===== config.mk =====
export PLATFORM = sky130hd
export DESIGN_NAME = status_irq_unit
export DESIGN_NICKNAME = d
export VERILOG_FILES = /design/src/rtl/sst_pkg.sv /design/src/rtl/sst_sticky.sv /design/src/rtl/sst_ctlregs.sv /design/src/rtl/sst_irq.sv /design/src/rtl/status_irq_unit.sv
export SDC_FILE = /design/constraint.sdc
export NUM_CORES = 1
export LEC_CHECK = 0
export ABC_AREA = 1
export ABC_CLOCK_PERIOD_IN_PS = 2400
export BUFFER_PORTS_ARGS = -buffer_cell sky130_fd_sc_hd__buf_2
export CELL_PAD_IN_SITES_DETAIL_PLACEMENT = 1
export CELL_PAD_IN_SITES_GLOBAL_PLACEMENT = 2
export CORE_MARGIN = 3
export CORE_UTILIZATION = 33
export DETAILED_ROUTE_END_ITERATION = 8
export PLACE_DENSITY_LB_ADDON = 0.2
export SYNTH_ARGS = -nofsm -noshare
export SYNTH_HDL_FRONTEND = slang
export SYNTH_SLANG_ARGS = --single-unit

===== constraint.sdc =====
create_clock -name clk -period 2.4 [get_ports clk]
set_input_delay 0.48 -clock clk [delete_from_list [all_inputs] [get_ports clk]]
set_output_delay 0.48 -clock clk [all_outputs]
set_load 0.02 [all_outputs]

===== src/rtl/sst_pkg.sv =====
package sst_pkg;
   // Byte offsets; neighbouring software decodes these
   localparam int OFF_POWER  = 'h000;
   localparam int OFF_CLOCK  = 'h004;
   localparam int OFF_DCTRL  = 'h02C;
   localparam int OFF_STATUS = 'h034;
   localparam int OFF_CLEAR  = 'h038;
   localparam int OFF_MASK0  = 'h03C;
   localparam int OFF_FCOUNT = 'h048;
   localparam int ID_BASE    = 'hFE0;

   // Identification byte by word index inside the ID window
   function automatic logic [7:0] id_byte(input logic [2:0] idx);
      case (idx)
         3'd0:    id_byte = 8'h81;
         3'd1:    id_byte = 8'h11;
         3'd2:    id_byte = 8'h04;
         3'd3:    id_byte = 8'h00;
         3'd4:    id_byte = 8'h0D;
         3'd5:    id_byte = 8'hF0;
         3'd6:    id_byte = 8'h05;
         default: id_byte = 8'hB1;
      endcase
   endfunction
endpackage


===== src/rtl/sst_sticky.sv =====
module sst_sticky #(
   parameter int EVT_W = 11
) (
   input  logic             clk,
   input  logic             rst_n,
   input  logic [EVT_W-1:0] set_i,
   input  logic [EVT_W-1:0] clr_i,
   output logic [EVT_W-1:0] sticky_q
);
   // Set wins over clear on the same bit
   always_ff @(posedge clk) begin
      if (!rst_n) sticky_q <= '0;
      else        sticky_q <= (sticky_q & ~clr_i) | set_i;
   end
endmodule


===== src/rtl/sst_ctlregs.sv =====
module sst_ctlregs #(
   parameter int ADDR_W  = 12,
   parameter int DATA_W  = 32,
   parameter int NUM_IRQ = 2,
   parameter int NARROW_W = 8
) (
   input  logic                            clk,
   input  logic                            rst_n,
   input  logic                            wr_en,
   input  logic [ADDR_W-1:0]               addr,
   input  logic [DATA_W-1:0]               wdata,
   output logic [NARROW_W-1:0]             power_q,
   output logic [NARROW_W-1:0]             clock_q,
   output logic [NARROW_W-1:0]             dctrl_q,
   output logic [NUM_IRQ-1:0][DATA_W-1:0]  mask_q
);
   import sst_pkg::*;

   logic hit_pow, hit_clk, hit_dct;
   assign hit_pow = wr_en && (addr == ADDR_W'(OFF_POWER));
   assign hit_clk = wr_en && (addr == ADDR_W'(OFF_CLOCK));
   assign hit_dct = wr_en && (addr == ADDR_W'(OFF_DCTRL));

   always_ff @(posedge clk) begin
      if (!rst_n) begin
         power_q <= '0;
         clock_q <= '0;
         dctrl_q <= '0;
      end else begin
         if (hit_pow) power_q <= wdata[NARROW_W-1:0];
         if (hit_clk) clock_q <= wdata[NARROW_W-1:0];
         if (hit_dct) dctrl_q <= wdata[NARROW_W-1:0];
      end
   end

   for (genvar i = 0; i < NUM_IRQ; i++) begin : g_mask
      logic hit_m;
      assign hit_m = wr_en && (addr == ADDR_W'(OFF_MASK0 + 4 * i));
      always_ff @(posedge clk) begin
         if (!rst_n)     mask_q[i] <= '0;
         else if (hit_m) mask_q[i] <= wdata;
      end
   end
endmodule


===== src/rtl/sst_irq.sv =====
module sst_irq #(
   parameter int DATA_W  = 32,
   parameter int NUM_IRQ = 2
) (
   input  logic [DATA_W-1:0]              status_w,
   input  logic [NUM_IRQ-1:0][DATA_W-1:0] mask_q,
   output logic [NUM_IRQ-1:0]             irq
);
   for (genvar i = 0; i < NUM_IRQ; i++) begin : g_line
      assign irq[i] = |(status_w & mask_q[i]);
   end
endmodule


===== src/rtl/status_irq_unit.sv =====
module status_irq_unit #(
   parameter int ADDR_W  = 12,
   parameter int DATA_W  = 32,
   parameter int EVT_W   = 11,
   parameter int LIVE_W  = 11,
   parameter int CNT_W   = 16,
   parameter int NUM_IRQ = 2
) (
   input  logic               clk,
   input  logic               rst_n,
   input  logic               reg_wr,
   input  logic               reg_rd,
   input  logic [ADDR_W-1:0]  reg_addr,
   input  logic [DATA_W-1:0]  reg_wdata,
   output logic [DATA_W-1:0]  reg_rdata,
   input  logic [EVT_W-1:0]   evt_set,
   input  logic [LIVE_W-1:0]  fifo_live,
   input  logic [CNT_W-1:0]   bytes_left,
   input  logic               hold_pending,
   output logic [NUM_IRQ-1:0] irq,
   output logic               xfer_release
);
   import sst_pkg::*;

   localparam int NARROW_W = 8;
   localparam int WCNT_W   = CNT_W + 1;
   localparam int ID_TAG_W = ADDR_W - 5;

   if (ADDR_W < 12) begin : g_bad_addr
      $error("ADDR_W must cover the 4 KiB register window");
   end
   if (EVT_W + LIVE_W > DATA_W) begin : g_bad_status
      $error("status fields do not fit the data width");
   end
   if (NUM_IRQ < 1 || NUM_IRQ > 3) begin : g_bad_irq
      $error("NUM_IRQ must be 1 to 3 so masks stay below the count register");
   end
   if (DATA_W < WCNT_W || DATA_W < NARROW_W) begin : g_bad_data
      $error("data width too narrow");
   end

   logic [EVT_W-1:0]              sticky_q;
   logic [EVT_W-1:0]              clr_bits;
   logic [NARROW_W-1:0]           power_q, clock_q, dctrl_q;
   logic [NUM_IRQ-1:0][DATA_W-1:0] mask_q;
   logic [DATA_W-1:0]             status_w;
   logic [WCNT_W-1:0]             words_left;
   logic [DATA_W-1:0]             rd_val;
   logic                          hit_clr, hit_stat, hit_fcnt, hit_id;

   assign hit_clr  = reg_addr == ADDR_W'(OFF_CLEAR);
   assign hit_stat = reg_addr == ADDR_W'(OFF_STATUS);
   assign hit_fcnt = reg_addr == ADDR_W'(OFF_FCOUNT);
   assign hit_id   = reg_addr[ADDR_W-1:5] == ID_TAG_W'(ID_BASE >> 5);

   assign clr_bits = (reg_wr && hit_clr) ? reg_wdata[EVT_W-1:0] : '0;

   sst_sticky #(.EVT_W(EVT_W)) sticky_i (
      .clk      (clk),
      .rst_n    (rst_n),
      .set_i    (evt_set),
      .clr_i    (clr_bits),
      .sticky_q (sticky_q)
   );

   sst_ctlregs #(
      .ADDR_W(ADDR_W), .DATA_W(DATA_W), .NUM_IRQ(NUM_IRQ), .NARROW_W(NARROW_W)
   ) ctl_i (
      .clk     (clk),
      .rst_n   (rst_n),
      .wr_en   (reg_wr),
      .addr    (reg_addr),
      .wdata   (reg_wdata),
      .power_q (power_q),
      .clock_q (clock_q),
      .dctrl_q (dctrl_q),
      .mask_q  (mask_q)
   );

   always_comb begin
      status_w = '0;
      status_w[EVT_W-1:0]       = sticky_q;
      status_w[EVT_W +: LIVE_W] = fifo_live;
   end

   sst_irq #(.DATA_W(DATA_W), .NUM_IRQ(NUM_IRQ)) irq_i (
      .status_w (status_w),
      .mask_q   (mask_q),
      .irq      (irq)
   );

   // Round up to whole words; one extra bit avoids overflow at the top count
   assign words_left = (WCNT_W'(bytes_left) + WCNT_W'(3)) >> 2;

   always_comb begin
      rd_val = '0;
      if (hit_id) begin
         rd_val[NARROW_W-1:0] = id_byte(reg_addr[4:2]);
      end else if (hit_stat) begin
         rd_val = status_w;
      end else if (hit_fcnt) begin
         rd_val = DATA_W'(words_left);
      end else if (reg_addr == ADDR_W'(OFF_POWER)) begin
         rd_val = DATA_W'(power_q);
      end else if (reg_addr == ADDR_W'(OFF_CLOCK)) begin
         rd_val = DATA_W'(clock_q);
      end else if (reg_addr == ADDR_W'(OFF_DCTRL)) begin
         rd_val = DATA_W'(dctrl_q);
      end else begin
         for (int i = 0; i < NUM_IRQ; i++) begin
            if (reg_addr == ADDR_W'(OFF_MASK0 + 4 * i)) rd_val = mask_q[i];
         end
      end
   end

   always_ff @(posedge clk) begin
      if (!rst_n) begin
         reg_rdata    <= '0;
         xfer_release <= 1'b0;
      end else begin
         reg_rdata    <= reg_rd ? rd_val : '0;
         xfer_release <= reg_rd && (hit_stat || hit_fcnt) && hold_pending;
      end
   end
endmodule


== After elaboration in Yosys (flattened, before gate mapping) ==
Cells that the tools add are included.

* Register bits: 132
* Bits of input ports: 87

* Add/sub/neg operators: 1
* Equal/unequal tests: 14
* Multiplexer cells: 10
* Bitwise gates (word level): 7
* Reduce and logical (&&, ||, !) cells: 16

{| class="wikitable"
|+ Operators with widths
! cell !! number
|-
| 22-bit two-way mux || 5
|-
| 22-bit by 32-bit bitwise AND with 32-bit output || 2
|-
| 32-bit two-way mux || 2
|-
| 32-bit OR reduction || 2
|-
| 8-bit one-hot mux with 7 select lines || 1
|-
| 12-bit by 6-bit == test with 1-bit output (second input constant) || 4
|-
| 12-bit by 7-bit == test with 1-bit output (second input constant) || 2
|-
| 16-bit by 2-bit adder with 17-bit output (second input constant) || 1
|-
| 12-bit by 3-bit == test with 1-bit output (second input constant) || 1
|-
| 12-bit logical NOT || 1
|-
| 11-bit bitwise AND || 1
|-
| 11-bit two-way mux || 1
|-
| 11-bit inverter || 1
|-
| 11-bit bitwise OR || 1
|-
| 3-bit == test (second input constant) || 3
|-
| 1-bit logical AND || 8
|-
| 8-bit two-way mux || 1
|-
| 8-bit OR reduction || 1
|-
| 7-bit == test (second input constant) || 1
|-
| 3-bit by 2-bit == test with 1-bit output (second input constant) || 2
|-
| 3-bit by 1-bit == test with 1-bit output (second input constant) || 1
|-
| 3-bit logical NOT || 1
|-
| 3-bit OR reduction || 1
|-
| 1-bit inverter || 2
|-
| other kinds (2) || 2
|}

== Depth between registers and ports, before layout ==
Gate-level depths: netlist (run 1).

* Depth after elaboration: 9
* Mapped depth: 13
* Mapped depth without buffers: 12

== Hierarchy ==
A second synthesis (run 1) with hierarchy kept.

* Cells, all modules: 1194
* Area, all modules: 7662.3 µm²

{| class="wikitable"
|+ Modules (own cells, without submodules)
! module !! times used !! cells each !! area an instance (µm²) !! sequential area each (µm²)
|-
| sst_ctlregs || 1 || 547 || 3933.8 || 1761.7
|-
| status_irq_unit || 1 || 464 || 2803.9 || 660.6
|-
| sst_irq || 1 || 126 || 473.0 || 0.0
|-
| sst_sticky || 1 || 57 || 451.7 || 220.2
|}

== Least setup slack after synthesis (run 1) ==
OpenSTA, ideal clock, no wires.

* Path kind: input port to flip-flop
* Start: input port reg_addr[4]
* End: register reg_rdata[10]
* Setup time: 0.110 ns
* Arrival time: 1.627 ns
* Data required time: 2.290 ns
* Path slack: 0.663 ns
* Cell stages on the path: 11
* Cell sequence: buf_6 -> nor2_4 -> inv_2 -> nor2_8 -> nand3_4 -> buf_6 -> buf_6 -> o21ai_1 -> o211ai_1 -> nand2_1 -> inv_1

* Longest elaborated chain between the ends: 8
* Elaborated cells between the ends (all ways): 14
* Classes of those cells: 6 x eq/ne; 7 x mux; 1 x reduce/logical

{| class="wikitable"
|+ RTL lines
! item !! RTL line !! text
|-
| start, declared || status_irq_unit.sv:13 || <nowiki>input logic [ADDR_W-1:0] reg_addr,</nowiki>
|-
| 12-bit by 6-bit == test with 1-bit output || status_irq_unit.sv:111 || <nowiki>if (reg_addr == ADDR_W'(OFF_MASK0 + 4 * i)) rd_val = mask_q[i];</nowiki>
|-
| 32-bit two-way mux (2 in series) || status_irq_unit.sv:111 ||
|-
| 22-bit two-way mux || status_irq_unit.sv:107 || <nowiki>end else if (reg_addr == ADDR_W'(OFF_DCTRL)) begin</nowiki>
|-
| 22-bit two-way mux || status_irq_unit.sv:105 || <nowiki>end else if (reg_addr == ADDR_W'(OFF_CLOCK)) begin</nowiki>
|-
| 22-bit two-way mux || status_irq_unit.sv:103 || <nowiki>end else if (reg_addr == ADDR_W'(OFF_POWER)) begin</nowiki>
|-
| 22-bit two-way mux || status_irq_unit.sv:101 || <nowiki>end else if (hit_fcnt) begin</nowiki>
|-
| 22-bit two-way mux * || status_irq_unit.sv:99 || <nowiki>end else if (hit_stat) begin</nowiki>
|-
| end signal, assigned || status_irq_unit.sv:121 || <nowiki>reg_rdata <= reg_rd ? rd_val : '0;</nowiki>
|-
| end, declared || status_irq_unit.sv:15 || <nowiki>output logic [DATA_W-1:0] reg_rdata,</nowiki>
|}

Every way passes the cells marked *; elsewhere a longest branch is shown, timed or not.
A chain may end at the register's enable or synchronous reset.

== Worst setup path after layout (run 1) ==
* Start: register sticky_i.sticky_q[0]
* End: output port irq[1]

* Longest elaborated chain between the ends: 2

{| class="wikitable"
|+ RTL lines
! item !! RTL line !! text
|-
| start, declared || sst_sticky.sv:8 || <nowiki>output logic [EVT_W-1:0] sticky_q</nowiki>
|-
| start signal, assigned || sst_sticky.sv:13 || <nowiki>else sticky_q <= (sticky_q & ~clr_i) | set_i;</nowiki>
|-
| 22-bit by 32-bit bitwise AND with 32-bit output || sst_irq.sv:10 || <nowiki>assign irq[i] = |(status_w & mask_q[i]);</nowiki>
|-
| 32-bit OR reduction || sst_irq.sv:10 ||
|-
| end, declared || status_irq_unit.sv:20 || <nowiki>output logic [NUM_IRQ-1:0] irq,</nowiki>
|}

Every way passes these cells.

==> results.yml, run 1 <==
status:
  status: "completed"
synthesis:
  async_reset_ff_frac: 0
  yosysUniqueCellTypes: 39
  synth_edf_count: 0
  synthesis.nets: 967
  synth_top_family_by_area: "compound AO/OA/AOI/OAI gates"
  synth-xor-area-share: 0
  seq_area_frac_synth: 0.417
  synth-seq-cells: 132
  synthAdderAreaFrac: 0
  synth_mux_area_frac: 0
  synth_compound_area_frac: 0.262
  syn-cell-area_um2: 6330
  syn_avg_cell_area_um2: 7.19
  synthSimpleGateAreaFrac: 0.191
  ys.flop_type: "dfxtp_1"
  ys_warn_count: 0
  syn_inst: 880
layout:
  antenna_cells: 0
  drive_above_1_share: 0.220
  final_cells: 1242
  mostFrequentLayoutCells: "inv_1 (145), dfxtp_1 (132), nand2_1 (121), buf_2 (121), a21oi_1 (117)"
  syn_to_final_growth_pct: 23.4
  final_common_cell: "inv_1"
  nNetsFinal: 1082
place:
  gp_congestion: 0.853
  dp_slack_ps: 156
  io_buffers: 121
  hpwlAfterDp_mm: 16.3
  placedCellCount: 1210
sta:
  maxSlewViolCount: 0
  fin_setup_tns_ps: 0
  setup_viol: 0
  skew_ps: 9.07
  fin_ws_ps: 101
  rsz0062_at_grt: "no"
  tightest_slew_ps: 572
  relSlewSlack: 0.618
  fmax_mhz: 435
  final_hold_viol_count: 0
  finalCriticalPeriod_ps: 2300
  fin_crit_sh: 0.958
grt:
  grt_pass1_vias: 5995
  grt-ovfl-total: 0
  grt_max_degree: 63
  track_usage: 0.210
  antenna_found_initial: 0
  grt_pass1_wl_mm: 33.7
die:
  fp.dieH_um: 144
  fp.dieW_um: 144
  start_util: 0.337
  rows: 50
  fp.coreArea_um2: 18800
  die_area_um2: 20900
  num_io_pins: 122
critical_path:
  path_buf_inv: 1
  cp_cell_sequence: "nand2_1, o21ai_0, a221oi_1, nand4_1, nand3b_1, buf_2"
  start_kind: "flop"
  crit_slowest_cell: "dfxtp_1"
  path_class: "reg2out"
  worstPathArrival_ps: 1820
  crit_fanout: 4
  max_stage_delay_ps: 400
  endpoint_kind: "primary output"
  worst_ep_required_time_ps: 1920
  critical-path-top-delay-family: "simple AND/OR/NAND/NOR gates"
clock_network:
  cts_setup_buffers: 0
  htreeDepth: 4
  cts.clk_slew.worst_paths_ps: 60
  cts.sinks: 132
  cts-root-buf: "clkbuf_16"
  cts_buffer_depth: 2
  cts_inserted_buffers: 17
  cts_tree: "built"
  worstSkewPairLatency_ps: 420
flow_run:
  maxCapViolCount: 0
power:
  p_per_area_nw_per_um2: 675
  vdd_drop_max_uv: 535
  p_leak_nw: 3.28
route:
  num_vias: 6144
  drt_iter0_drc: 278
  wl_per_cell_um: 17.6
  firstDrtPassIters: 4
  viasPerCell: 4.95
  drc: 0
  postRouteAntennaNets: 0
  wl_mm: 21.8
min_path:
  hold_class: "in2reg"
cell type report:
cell class | count | area (um^2)
fill | 2385 | 11000
inverter | 154 | 578
tap | 234 | 293
clock inverter | 14 | 188
sequential | 132 | 2640
timing repair buffer | 140 | 798
multi-input combinational | 550 | 2880
clock buffer | 18 | 439
worst reg2reg max path, stage by stage, from the launching register on:
cell and delay [ps]:
dfxtp_1 310, inv_1 130, nand4_1 120, nand2_1 80
inv_1 50, nand2_1 50, nand3_1 110, nand2_1 110
nand2_1 50, nand2_1 60, a21oi_1 70
cells in the mapped netlist, types with 2 or more instances:
library cell / count / area share
inv_1: 145 / 0.086
dfxtp_1: 132 / 0.42
nand2_1: 121 / 0.072
a21oi_1: 117 / 0.093
o21ai_0: 113 / 0.089
o21ai_1: 39 / 0.031
nand3_1: 35 / 0.028
nor2_1: 27 / 0.016
clkbuf_1: 23 / 0.014
o22ai_1: 14 / 0.014
nand4_1: 11 / 0.011
inv_2: 9 / 0.0053
buf_2: 8 / 0.0063
nor2_2: 8 / 0.0079
a31oi_1: 7 / 0.0069
buf_6: 7 / 0.012
a221oi_1: 5 / 0.0069
buf_4: 5 / 0.0059
nand3_2: 5 / 0.0079
nand3_4: 5 / 0.014
o211ai_1: 5 / 0.0059
o21ai_2: 5 / 0.0069
nand2_2: 4 / 0.0040
nand3b_1: 4 / 0.0047
nor2_4: 4 / 0.0071
or2_2: 4 / 0.0040
nor3_1: 3 / 0.0024
nor4_1: 2 / 0.0020
o21bai_1: 2 / 0.0024
or2_0: 2 / 0.0020
report_power, final:
group	internal (mW)	switching, mW	total (mW)
clock network	1.69	1.07	2.76
logic	0.103	0.192	0.296
registers	2.20	0.0184	2.22
total	4.00	1.28	5.28
stage by stage:
step                      utilization  power [mW]  hold WS, ps  area [um^2]
after global routing            0.416        5.47          283         7810
after global placement          0.382        2.56          439         7170
after CTS                       0.416        5.33          274         7810
after detailed placement        0.382        2.56          445         7170
final                           0.416        5.28          286         7810
after floorplan                     -        2.39          424         6330
what timing repair did:
item                       CTS  global route
resized for setup            1             1
hold buffers                 0             0
setup endpoints to repair    1             1
registers in the layout (all words and copies together), names as in the netlist:
signal / count
sticky_i.sticky_q: 11
ctl_i.dctrl_q: 8
ctl_i.power_q: 8
ctl_i.mask_q: 64
ctl_i.clock_q: 8
xfer_release: 1
reg_rdata: 32
kinds of logic (layout without fill, tap and decap cells):
kind of cell | count (synthesis) | in the layout
AO/OA/AOI/OAI | 311 | 311
AND/OR/NAND/NOR | 239 | 239
buffers and inverters | 198 | 326
flip-flops | 132 | 132
layer usage:
layer	vias up	GRT usage	part of all wire
met5	-	0	0
met1	2868	0.301	0.51
met3	18	0.0410	0.035
met4	0	0.0535	0.010
met2	110	0.326	0.44
li1	3148	-	-
path summary, 6_finish.rpt:
check	startpoint	to	slack [ps]	depth (start not counted)
worst max register to register	ctl_i.mask_q[32]$_SDFFE_PN0P_	reg_rdata[0]$_SDFF_PN0_	1150	10
worst min register to register	ctl_i.dctrl_q[3]$_SDFFE_PN0P_	ctl_i.dctrl_q[3]$_SDFFE_PN0P_	450	2
worst min-delay path	evt_set[0]	sticky_i.sticky_q[0]$_SDFF_PN0_	290	3
worst max-delay path	sticky_i.sticky_q[0]$_SDFF_PN0_	irq[1]	100	6
(Power assumes the default switching activity.)
==> run 2: changes to the inputs <==
ABC_AREA = not set   (was 1)
CORE_UTILIZATION = 35   (was 33)
==> run 2 against run 1 <==
Wire length grew 7.3%. Power decreased by 1.5%. Clock power fell by 5%. Hold slack got worse by 11 ps. First-iteration DRC count is 20% higher. Synthesized cell count decreased by 16%. Sequential cell count unchanged. Combinational power rose by 19%. Clock skew is 1.4 ps lower. Highest routed layer unchanged.
==> results.yml, run 2 <==
status:
  status: "completed"
clock_network:
  worstSkewPairLatency_ps: 420
  cts_inserted_buffers: 17
  cts_buffer_depth: 2
  cts_setup_buffers: 0
  cts.sinks: 132
  htreeDepth: 4
  cts-root-buf: "clkbuf_16"
  cts_tree: "built"
  cts.clk_slew.worst_paths_ps: 60
  cts_hold_buf: 0
synthesis:
  ys.flop_type: "dfxtp_1"
  synth_edf_count: 0
  syn_avg_cell_area_um2: 8.47
  synth_common_cells: "nand2_1 (153), dfxtp_1 (132), a21boi_0 (40)"
  synth-seq-cells: 132
  synth.area.top_cells: "dfxtp_1 (42%), nand2_1 (9.2%), a21boi_0 (4.8%), a21boi_1 (4.5%), mux2i_1 (4.2%)"
  syn-cell-area_um2: 6240
  yosysUniqueCellTypes: 57
  async_reset_ff_frac: 0
  syn_inst: 737
  synth_top_area_frac: 0.424
  synthesis.nets: 824
  seq_area_frac_synth: 0.424
  ys_warn_count: 0
  yosys.cell_count.top_type: "nand2_1"
  yosysTopAreaCell: "dfxtp_1"
die:
  fp.dieW_um: 140
  fp.coreArea_um2: 17400
  die_area_um2: 19500
  rows: 48
  num_io_pins: 122
  fp.dieH_um: 140
  start_util: 0.360
place:
  dp_slack_ps: -414
  io_buffers: 121
  hpwlAfterDp_mm: 17.0
  gp_congestion: 0.879
critical_path:
  max_stage_delay_ps: 750
  r2r-end: "reg_rdata[3]$_SDFF_PN0_"
  start_kind: "input pin"
  crit_slowest_cell: "or4_1"
  crit_fanout: 7
  worst_ep_required_time_ps: 2730
  worstPathArrival_ps: 2680
  path_buf_inv: 1
  r2r-start: "ctl_i.mask_q[35]$_SDFFE_PN0P_"
  r2r_setup_slack_ps: 800
  path_class: "in2reg"
  endpoint_kind: "flop"
  reg2reg_depth: 4
  critical-path-top-delay-family: "simple AND/OR/NAND/NOR gates"
  cp_cell_sequence: "buf_2, or4_4, or4_1, o32ai_1, a2111oi_0, a211oi_1"
route:
  num_vias: 6086
  wl_per_cell_um: 20.9
  wl_mm: 23.5
  drt_iter0_drc: 333
  firstDrtPassIters: 5
  viasPerCell: 5.42
  postRouteAntennaNets: 0
  drc: 0
sta:
  relSlewSlack: 0.385
  fin_ws_ps: 46.1
  fmax_mhz: 425
  setup_viol: 0
  fin_setup_tns_ps: 0
  final_hold_viol_count: 0
  maxSlewViolCount: 0
  skew_ps: 7.71
  finalCriticalPeriod_ps: 2350
  fin_crit_sh: 0.981
  rsz0062_at_grt: "yes"
  tightest_slew_ps: 922
grt:
  grt-ovfl-total: 0
  grt_pass1_wl_mm: 36.7
  antenna_found_initial: 0
  track_usage: 0.240
  grt_max_degree: 100
  grt_pass1_vias: 6480
min_path:
  min_from: "evt_set[9]"
  hold_path_end: "sticky_i.sticky_q[9]$_SDFF_PN0_"
  worstHoldPathCells: 2
  hold_class: "in2reg"
layout:
  nNetsFinal: 972
  mostFrequentLayoutCells: "nand2_1 (153), dfxtp_1 (131), buf_2 (119)"
  biggestRegsByFlops: "ctl_i.mask_q (64), reg_rdata (32), sticky_i.sticky_q (11)"
  drive_above_1_share: 0.264
  final_common_cell: "nand2_1"
  syn_to_final_growth_pct: 29.1
  n_fill_cell: 2099
  top_register: "ctl_i.mask_q"
  largest_reg_flops: 64
  multiInputGateArea_um2: 3370
  antenna_cells: 0
  regArea_um2: 2640
flow_run:
  maxCapViolCount: 0
power:
  p_leak_nw: 3.09
  vdd_drop_max_uv: 481
  p_per_area_nw_per_um2: 645
run 2: metal layers:
layer | wire length (um) | up-vias | global-route usage
li1 | - | 2919 | -
met1 | 11000 | 2961 | 0.325
met2 | 10800 | 162 | 0.380
met3 | 1010 | 44 | 0.0512
met4 | 633 | 0 | 0.0834
met5 | 0 | - | 0
run 2: how the worst max path moves through the flow:
| stage | startpoint | end | cells after the start |
|---|---|---|---|
| 4_1_cts | sticky_i.sticky_q[7]$_SDFF_PN0_ | irq[0] | 6 |
| 2_1_floorplan | reg_addr[8] | ctl_i.mask_q[2]$_SDFFE_PN0P_ | 9 |
| 3_5_place_dp | reg_addr[6] | reg_rdata[7]$_SDFF_PN0_ | 6 |
| 5_1_grt | ctl_i.mask_q[9]$_SDFFE_PN0P_ | irq[0] | 6 |
| 6_report | reg_addr[8] | reg_rdata[7]$_SDFF_PN0_ | 6 |
| 3_3_place_gp | reg_addr[8] | reg_rdata[7]$_SDFF_PN0_ | 6 |
run 2: stage by stage:
stage | cell area, um^2 | total power, mW | std cells | utilization | hold slack [ps]
after floorplan | 6250 | 2.41 | 737 | - | 431
after global placement | 7420 | 2.62 | 1091 | 0.428 | 438
after detailed placement | 7420 | 2.62 | 1091 | 0.428 | 456
after CTS | 8030 | 5.25 | 1122 | 0.463 | 260
after global routing | 8060 | 5.39 | 1122 | 0.464 | 272
final | 8060 | 5.20 | 1122 | 0.464 | 275
run 2: logic make-up after synthesis:
group	synth area share
AO/OA/AOI/OAI	0.240
AND/OR/NAND/NOR	0.232
multiplexers	0.0453
buffers and inverters	0.0439
XOR/XNOR	0.0154
flip-flops	0.424
run 2: layout make-up:
class | count | share of cell area
multi-input cells | 544 | 0.418
flip-flops and latches | 132 | 0.328
repair buffers | 177 | 0.139
clock buffers | 22 | 0.0589
well taps | 225 | 0.0349
clock inverters | 9 | 0.0149
inverters | 13 | 0.00606
run 2: power breakdown:
| group | switching [mW] | internal (mW) | total [mW] |
|---|---|---|---|
| Combinational | 0.203 | 0.149 | 0.352 |
| Sequential | 0.0205 | 2.21 | 2.23 |
| Clock | 0.997 | 1.62 | 2.62 |
| Total | 1.22 | 3.97 | 5.20 |
run 2: repair_timing:
item,in CTS,in global routing
hold endpoints to repair,0,0
pin swaps,0,4
gates resized for setup,3,6
endpoints found under the setup margin,2,2
==> run 3: changes to the inputs <==
PLACE_DENSITY = 0.9   (was not set)
PLACE_DENSITY_LB_ADDON = not set   (was 0.2)
==> run 3 against run 2 <==
Utilization grew 0.99 points. Wire length is 2.7% lower. Power is 5.4% higher. Critical path depth stayed put. Global-route usage shrank 0.29 points. Critical path type unchanged. Hold slack worse by 3.0 ps. Highest routed layer unchanged. Largest cell class unchanged. Count of clock-buffer cells in the layout is 5 lower.
==> results.yml, run 3 (same netlist as run 2, synthesis figures left out) <==
critical_path:
  crit_slowest_cell: "or4_1"
  worst_ep_required_time_ps: 2710
  max_stage_delay_ps: 710
  r2r-start: "sticky_i.sticky_q[5]$_SDFF_PN0_"
  path_buf_inv: 1
  critical-path-top-delay-family: "simple AND/OR/NAND/NOR gates"
  start_kind: "input pin"
  endpoint_kind: "flop"
  path_class: "in2reg"
  crit_fanout: 7
  crit_start: "reg_addr[8]"
  cp_cell_sequence: "buf_2, or4_4, or4_1, a21oi_1, o21ai_1, a2111oi_2"
  worstPathArrival_ps: 2590
sta:
  fin_crit_sh: 0.950
  fin_setup_tns_ps: 0
  fmax_mhz: 438
  setup_viol: 0
  relSlewSlack: 0.403
  rsz0062_at_grt: "no"
  finalCriticalPeriod_ps: 2280
  maxSlewViolCount: 0
  fin_ws_ps: 119
  final_hold_viol_count: 0
  tightest_slew_ps: 896
  skew_ps: 7.62
route:
  drt_iter0_drc: 438
  wl_per_cell_um: 20.1
  firstDrtPassIters: 7
  postRouteAntennaNets: 0
  drc: 0
  wl_mm: 22.8
  viasPerCell: 5.43
  num_vias: 6156
layout:
  biggestRegsByFlops: "ctl_i.mask_q (64), reg_rdata (32), sticky_i.sticky_q (11)"
  largest_reg_flops: 64
  nNetsFinal: 983
  fin_area_um2: 8230
  syn_to_final_growth_pct: 31.8
  top_register: "ctl_i.mask_q"
  final_common_cell: "nand2_1"
  drive_above_1_share: 0.274
  mostFrequentLayoutCells: "nand2_1 (153), dfxtp_1 (131), buf_2 (120)"
  final_cells: 1134
  antenna_cells: 0
min_path:
  min_from: "evt_set[0]"
  hold_class: "in2reg"
flow_run:
  maxCapViolCount: 0
die:
  rows: 48
  fp.dieW_um: 140
  die_area_um2: 19500
  fp.dieH_um: 140
  fp.coreArea_um2: 17400
  start_util: 0.360
  num_io_pins: 122
clock_network:
  cts.sinks: 132
  worstSkewPairLatency_ps: 420
  cts_inserted_buffers: 17
  cts_tree: "built"
  cts_setup_buffers: 0
  cts.clk_slew.worst_paths_ps: 60
  cts-root-buf: "clkbuf_16"
  cts_buffer_depth: 2
  htreeDepth: 4
power:
  pwr-share-clk: 0.528
  p_leak_nw: 3.17
  power.share.combinational: 0.066
  vdd_drop_max_uv: 522
  power_switching_mw: 1.26
  pwr-share-seq: 0.406
  p_per_area_nw_per_um2: 665
  swShare: 0.230
  p_int_mw: 4.22
status:
  status: "completed"
grt:
  track_usage: 0.237
  grt-ovfl-total: 0
  grt_pass1_vias: 6440
  grt_pass1_wl_mm: 36.6
  antenna_found_initial: 0
  grt_max_degree: 100
place:
  gp_congestion: 0.889
  dp_slack_ps: -303
  io_buffers: 121
  placedCellCount: 1102
  hpwlAfterDp_mm: 16.8
  place_area_um2: 7540
run 3: routing by layer:
| layer | track usage | part of all wire |
|---|---|---|
| met5 | 0 | 0 |
| met4 | 0.0875 | 0.028 |
| met3 | 0.0564 | 0.058 |
| met2 | 0.377 | 0.47 |
| met1 | 0.314 | 0.45 |
run 3: stage by stage:
step / hold WS (ps) / util / power, mW
after floorplan: 431 / - / 2.41
after global placement: 438 / 0.435 / 2.63
after detailed placement: 449 / 0.435 / 2.63
after CTS: 257 / 0.473 / 5.52
after global routing: 256 / 0.474 / 5.66
final: 272 / 0.474 / 5.47
run 3: final timing paths:
path                                endpoint  slack, ps  cells after the start
max                  reg_rdata[3]$_SDFF_PN0_        120                      6
max reg2reg          reg_rdata[5]$_SDFF_PN0_        850                      4
min reg2reg    ctl_i.mask_q[62]$_SDFFE_PN0P_        450                      2
min          sticky_i.sticky_q[0]$_SDFF_PN0_        270                      2
run 3: power groups by stage:
stage,clock [mW],combinational (mW),sequential [mW]
floorplan,0,0.145,2.26
global placement,0,0.353,2.27
detailed placement,0,0.355,2.27
CTS,2.94,0.358,2.22
global route,3.05,0.391,2.23
finish,2.89,0.360,2.23
run 3: final cells by class:
class | count | area (um^2)
inverters | 13 | 48.8
flip-flops and latches | 132 | 2640
clock inverters | 15 | 228
multi-input cells | 544 | 3360
well taps | 225 | 282
repair buffers | 188 | 1240
clock buffers | 17 | 425
fillers | 2083 | 9130
run 3: repair_timing:
action                                  4_1_cts  5_1_grt
endpoints found under the setup margin        1        2
pin swaps                                     0        2
hold buffers                                  0        0
resized for setup                             1        5
